## src/rtl/resp_tx_pkg.sv

```systemverilog
package resp_tx_pkg;
  typedef enum logic [1:0] {
    ST_IDLE    = 2'd0,
    ST_SETUP   = 2'd1,
    ST_WAITACK = 2'd2,
    ST_RELEASE = 2'd3
  } txState_t;

  typedef struct packed {
    logic load;
    logic advance;
  } txStrobes_t;
endpackage

```

## src/rtl/resp_tx_datapath.sv

```systemverilog
module resp_tx_datapath #(
  parameter int MAX_BYTES = 9,
  parameter int MIN_BYTES = 3,
  parameter int LEN_W     = $clog2(MAX_BYTES + 1),
  parameter int IDX_W     = $clog2(MAX_BYTES)
) (
  input  logic                     clk,
  input  logic                     rstN,
  input  resp_tx_pkg::txStrobes_t  strobes,
  input  logic [LEN_W-1:0]         frameLen,
  input  logic [MAX_BYTES*8-1:0]   frameBuf,
  output logic [7:0]               hostData,
  output logic                     isLast
);
  localparam logic [LEN_W-1:0] MinLen = LEN_W'(MIN_BYTES);
  localparam logic [LEN_W-1:0] MaxLen = LEN_W'(MAX_BYTES);

  logic [MAX_BYTES*8-1:0] bufReg;
  logic [IDX_W-1:0]       idx;
  logic [IDX_W-1:0]       lastIdx;
  logic [LEN_W-1:0]       clampLen;
  logic [7:0]             bufBytes [MAX_BYTES];

  always_comb begin
    if (frameLen < MinLen)      clampLen = MinLen;
    else if (frameLen > MaxLen) clampLen = MaxLen;
    else                        clampLen = frameLen;
  end

  for (genvar g = 0; g < MAX_BYTES; g++) begin : gUnpack
    assign bufBytes[g] = bufReg[g*8 +: 8];
  end

  always_ff @(posedge clk) begin
    if (!rstN) begin
      bufReg  <= '0;
      idx     <= '0;
      lastIdx <= '0;
    end else if (strobes.load) begin
      bufReg  <= frameBuf;
      idx     <= '0;
      lastIdx <= IDX_W'(clampLen - LEN_W'(1));
    end else if (strobes.advance) begin
      idx <= idx + IDX_W'(1);
    end
  end

  assign hostData = bufBytes[idx];
  assign isLast   = (idx == lastIdx);
endmodule

```

## src/rtl/resp_tx_control.sv

```systemverilog
module resp_tx_control (
  input  logic                     clk,
  input  logic                     rstN,
  input  logic                     startReq,
  input  logic                     hostAck,
  input  logic                     isLast,
  output resp_tx_pkg::txStrobes_t  strobes,
  output logic                     hostSyn,
  output logic                     busy,
  output logic                     donePulse
);
  import resp_tx_pkg::*;

  txState_t state, nextState;
  logic     doneNext;

  always_comb begin
    nextState       = state;
    strobes.load    = 1'b0;
    strobes.advance = 1'b0;
    doneNext        = 1'b0;
    unique case (state)
      ST_IDLE: begin
        if (startReq) begin
          strobes.load = 1'b1;
          nextState    = ST_SETUP;
        end
      end
      ST_SETUP: begin
        if (!hostAck) nextState = ST_WAITACK;
      end
      ST_WAITACK: begin
        if (hostAck) nextState = ST_RELEASE;
      end
      ST_RELEASE: begin
        if (!hostAck) begin
          if (isLast) begin
            nextState = ST_IDLE;
            doneNext  = 1'b1;
          end else begin
            strobes.advance = 1'b1;
            nextState       = ST_SETUP;
          end
        end
      end
      default: nextState = ST_IDLE;
    endcase
  end

  always_ff @(posedge clk) begin
    if (!rstN) begin
      state     <= ST_IDLE;
      donePulse <= 1'b0;
    end else begin
      state     <= nextState;
      donePulse <= doneNext;
    end
  end

  assign hostSyn = (state == ST_WAITACK);
  assign busy    = (state != ST_IDLE);
endmodule

```

## src/rtl/resp_frame_tx.sv

```systemverilog
module resp_frame_tx #(
  parameter int MAX_BYTES = 9,
  parameter int MIN_BYTES = 3,
  parameter int LEN_W     = $clog2(MAX_BYTES + 1)
) (
  input  logic                   clk,
  input  logic                   rstN,
  input  logic                   startReq,
  input  logic [LEN_W-1:0]       frameLen,
  input  logic [MAX_BYTES*8-1:0] frameBuf,
  input  logic                   hostAck,
  output logic                   hostSyn,
  output logic [7:0]             hostData,
  output logic                   busy,
  output logic                   donePulse
);
  resp_tx_pkg::txStrobes_t strobes;
  logic isLast;

  resp_tx_control u_ctrl (
    .clk       (clk),
    .rstN      (rstN),
    .startReq  (startReq),
    .hostAck   (hostAck),
    .isLast    (isLast),
    .strobes   (strobes),
    .hostSyn   (hostSyn),
    .busy      (busy),
    .donePulse (donePulse)
  );

  resp_tx_datapath #(
    .MAX_BYTES (MAX_BYTES),
    .MIN_BYTES (MIN_BYTES),
    .LEN_W     (LEN_W)
  ) u_dp (
    .clk      (clk),
    .rstN     (rstN),
    .strobes  (strobes),
    .frameLen (frameLen),
    .frameBuf (frameBuf),
    .hostData (hostData),
    .isLast   (isLast)
  );
endmodule

```

## config.mk

```make
export PLATFORM = sky130hd
export DESIGN_NAME = resp_frame_tx
export DESIGN_NICKNAME = d
export VERILOG_FILES = /design/src/rtl/resp_tx_pkg.sv /design/src/rtl/resp_tx_datapath.sv /design/src/rtl/resp_tx_control.sv /design/src/rtl/resp_frame_tx.sv
export SDC_FILE = /design/constraint.sdc
export NUM_CORES = 1
export LEC_CHECK = 0
export BUFFER_PORTS_ARGS = -buffer_cell sky130_fd_sc_hd__buf_2
export CAP_MARGIN = 10
export CELL_PAD_IN_SITES_DETAIL_PLACEMENT = 0
export CELL_PAD_IN_SITES_GLOBAL_PLACEMENT = 2
export CORE_MARGIN = 3
export CORE_UTILIZATION = 30
export DETAILED_ROUTE_END_ITERATION = 6
export PLACE_DENSITY = 0.74
export SYNTH_ARGS = -nofsm -noshare
export SYNTH_HDL_FRONTEND = slang
export SYNTH_SLANG_ARGS = --single-unit
```

## constraint.sdc

```tcl
create_clock -name clk -period 3 [get_ports clk]
set_clock_uncertainty 0.1 [all_clocks]
set_input_delay 0.45 -clock clk [delete_from_list [all_inputs] [get_ports clk]]
set_output_delay 0.45 -clock clk [all_outputs]
set_load 0.02 [all_outputs]
```

# Yosys cells after proc, flatten, opt, wreduce, memory -nomap -nowiden
# Index checks and enable logic that the tools add are counted.
# word_totals
inputBits	80
ff_bits	83
output_inout_bits	11
# classes
bitwise_logic	3
n_addsub	2
mux	17
n_reduce_logical	5
magnitude_cmp	3
eq_ne	8
# ops
cell	count
8-bit binary-select mux with 4-bit select	1
8-bit two-way mux	2
2-bit two-way mux	4
4-bit two-way mux	2
2-bit inequality test (second input constant)	4
2-bit case mux with 4 select lines	1
1-bit two-way mux	7
5-bit greater-or-equal comparator (second input constant)	1
4-bit inverter with 5-bit output	1
4-bit by 1-bit adder with 4-bit output (second input constant)	1
2-bit == test (second input constant)	2
4-bit == test	1
4-bit > comparator (second input constant)	1
4-bit by 2-bit less-than comparator with 1-bit output (second input constant)	1
4-bit AND reduction	1
4-bit by 1-bit subtractor with 4-bit output (second input constant)	1
3-bit OR reduction	1
2-bit by 1-bit == test with 1-bit output (second input constant)	1
2-bit zero test	1
1-bit inverter	2
2-bit nonzero test	1
2-bit OR reduction	1

# Depth between registers and ports, before layout
# depth
depth_word	4
mapped_depth	8

# Hierarchy
# From an unflattened synthesis, not the netlist that was laid out.
# unflattened
hier_cells	370
hier_area_um2	3833.7
# modules_own_cells
mod	cells_each	area_per_inst_um2	n_inst
resp_tx_datapath	345	3584.7	1
resp_tx_control	25	249.0	1

# Worst setup path before layout
# OpenSTA, ideal clock, no wires.
# synth_path
path_type	register to output
from	register u_dp.idx[1]
to	output hostData[4]
path_slack_ns	1.039
stages_incl_launch_ff	6
n_path_buf	2
required_time_ns	2.450
arrival_ns	1.411
path_cell_list	dfxtp_1 > buf_2 > buf_2 > mux4_2 > o221ai_1 > nand2_1
# synth_via
elab_chain_cells	4
# synth_lines
element	line	text
start: declaration	resp_tx_datapath.sv:19	logic [IDX_W-1:0] idx;
start signal: assignment	resp_tx_datapath.sv:44	idx <= idx + IDX_W'(1);
4-bit inverter with 5-bit output (not written as such)	resp_tx_datapath.sv:48	assign hostData = bufBytes[idx];
8-bit binary-select mux with 4-bit select	resp_tx_datapath.sv:48	
8-bit two-way mux (not written as such) (2 in series)	resp_tx_datapath.sv:48	
end: declaration	resp_frame_tx.sv:13	output logic [7:0] hostData,
# Every way passes these cells. The select of a mux whose other input is x is not followed.

# Final worst setup path
# layout_path
from	register u_dp.idx[0]
to	output hostData[3]
# The elaborated chain is that of the path after synthesis.

==> results.yml <==
run_status:
  status: "finished clean"
floorplan:
  fp-row-count: 40
  dieArea_sq_mm: 0.01394
  core-area_sq_mm: 0.01216
  ios: 91
  fp.dieW_um: 118.1
  initial_core_util_pct: 30.98
  die_y_um: 118.1
placed_design:
  globalplace.congestion: 0.7712
  dp_slack_ps: 504.3
  io_buffers: 90
  dpl.hpwl_um: 7483
hold_path:
  min_from: "frameBuf[22]"
  min_to: "u_dp.bufReg[22]"
  hp-class: "input pin to flip-flop"
  hold_depth: 3
worst_setup_path:
  arrival_ps: 2240
  r2r_start: "u_dp.idx[1]"
  cp-end-kind: "output port"
  timing.rr.end: "u_ctrl.state[0]"
  crit_type: "flip-flop to output port"
  startpoint: "u_dp.idx[0]"
  required_ps: 2450
  startpoint_type: "flip-flop"
  r2r_slack_ps: 830
  reg2regPathDepth: 4
  critical_path_peak_fanout: 21
job:
  maxCapViolations: 0
synthesis:
  ys_seq_area_share_pct: 44.10
  synthCells: 451
  synth_top_cell_by_area: "dfxtp_1"
  synth-warning-count: 0
  yosys-top-cells-area: "dfxtp_1 (44%), nand2_1 (16%), a21oi_1 (10%)"
  synth-seq-cells: 83
  synth_nets: 538
  synth.distinct_cells: 39
  syn_area_per_cell_sq_um: 8.353
  syn_area_sq_mm: 0.003767
  synth_edf_count: 0
  synthArstFlopShare_pct: 0
  yosysTopAreaCellShare_pct: 44.10
  synth.most_common_cell: "nand2_1"
  ys.flop_type: "dfxtp_1"
  synth_commonest_cells: "nand2_1 (165), dfxtp_1 (83), a21oi_1 (77)"
final_layout:
  post-route-util_pct: 38.04
  final_layout_size_suffix_gt1_share_pct: 25.85
  regArea_sq_mm: 0.001663
  diodes: 0
  nets: 612
  fillers: 1275
  synthToLayoutAreaGrowth_pct: 22.78
  multi_input_area_sq_mm: 0.001903
clock_tree:
  root_buffer: "clkbuf_16"
  numCtsBuffers: 9
  postCtsSetupBuffers: 0
  cts_hold_buf: 0
  htreeDepth: 3
  cts_max_path_buffers: 2
  insertion_delay_ps: 340
  cts_tree: "yes"
  cts.repair.resized: 0
  clkSinkCount: 83
  clkTransAtPathRegs_ps: 60
drt:
  drcViolationCount: 0
  initialDrtViolationCount: 192
  antenna_left: 0
  finalWirelength_um: 10100
  first_pass_iters: 4
  avgViaCountPerCell: 4.689
  vias: 3273
  wire_per_inst_um: 14.47
timing:
  max_freq_mhz: 359.0
  fin_crit_sh_pct: 92.86
  rsz0062_at_grt: "false"
  relSlewSlack_pct: 35.77
  finalHoldViolCount: 0
  holdWs_ps: 248.2
  setup_violations: 0
  drv_slew: 0
  period_needed_ps: 2786
  setup_ws_ps: 214.3
  worst_slew_pin_slew_ps: 962.2
  fin_setup_tns_ps: 0
global_routing:
  grt_pass1_vias: 3262
  grt_pass1_wl_um: 16280
  grt_start_max_net_pins: 49
  track_usage_pct: 14.67
  antenna_found_initial: 0
  grt-ovfl-total: 0
power_and_ir_drop:
  ir_drop_mv: 0.3669
  leakage_nw: 1.832
  power_density_mw_per_mm2: 744.6
[metrics by stage]
step / total power, mW / instances / cell area (sq um)
final: 3.444 / 698 / 4626
after CTS: 3.508 / 698 / 4626
after global routing: 3.671 / 698 / 4626
after floorplan: 2.083 / 451 / 3767
after global placement: 2.385 / 682 / 4330
after detailed placement: 2.403 / 682 / 4330
[power by group]
group	switching (mW)	internal (mW)
Combinational	0.571	0.355
Sequential	0.128	1.30
Clock	0.446	0.645
[worst max-delay path: stages, from the launching register on]
cell	delay [ps]
dfxtp_2	780
buf_4	320
mux2_2	370
o221ai_1	200
nand2_1	70
buf_2	160
[cell usage in the layout, fill, tap and decap left out, types with 2 or more instances in the layout]
master	netlist	final
mux2_2	8	8
inv_1	6	6
a21o_1	2	2
clkbuf_16	0	9
xnor2_4	2	2
buf_2	8	90
nand3_1	2	2
o221ai_1	9	9
nand2b_1	2	2
nor3_1	2	2
mux4_2	8	8
a211oi_1	2	2
ha_1	7	7
a21oi_1	77	77
a31oi_1	8	8
buf_4	1	5
mux2i_1	10	10
buf_12	0	2
xnor2_1	3	3
dfxtp_1	83	82
nand2_1	165	164
nor2_1	7	7
clkinvlp_4	0	3
[metal layers]
metal	track usage (%)	wire [um]
met1	18.05	4618
met2	25.22	4943
met3	3.700	400
met4	4.396	135
met5	0	0
[area by class of cell]
class	count	share of cell area, %
multi-input combinational	327	41.14
sequential	83	35.95
timing repair buffer	97	11.41
clock buffer	10	4.950
tap	168	4.544
clock inverter	6	1.434
inverter	7	0.5680
[logic make-up (layout without fill, tap and decap cells)]
kind of cell	Yosys count	in the layout	synth area share (%)
buffers and inverters	41	120	5.480
flip-flops	83	83	44.10
AND/OR/NAND/NOR	184	184	19.50
multiplexers	26	26	9.831
AO/OA/AOI/OAI	104	104	16.17
XOR/XNOR	6	6	2.591
adder cells (fa/ha/maj)	7	7	2.325
[how the worst max path moves through the flow]
stage	end	slack [ps]	cells past startpoint
finish	hostData[3]	210	5
global route	hostData[0]	50	6
CTS	hostData[3]	140	5
detailed placement	hostData[3]	500	5
global placement	hostData[0]	570	4
floorplan	hostData[4]	1040	5
[state kept, by name, indices dropped and copies added (netlist names)]
name,flops
u_dp.idx,4
u_ctrl.donePulse,1
u_dp.lastIdx,4
u_ctrl.state,2
u_dp.bufReg,72
Power figures use the tool's default switching activity.
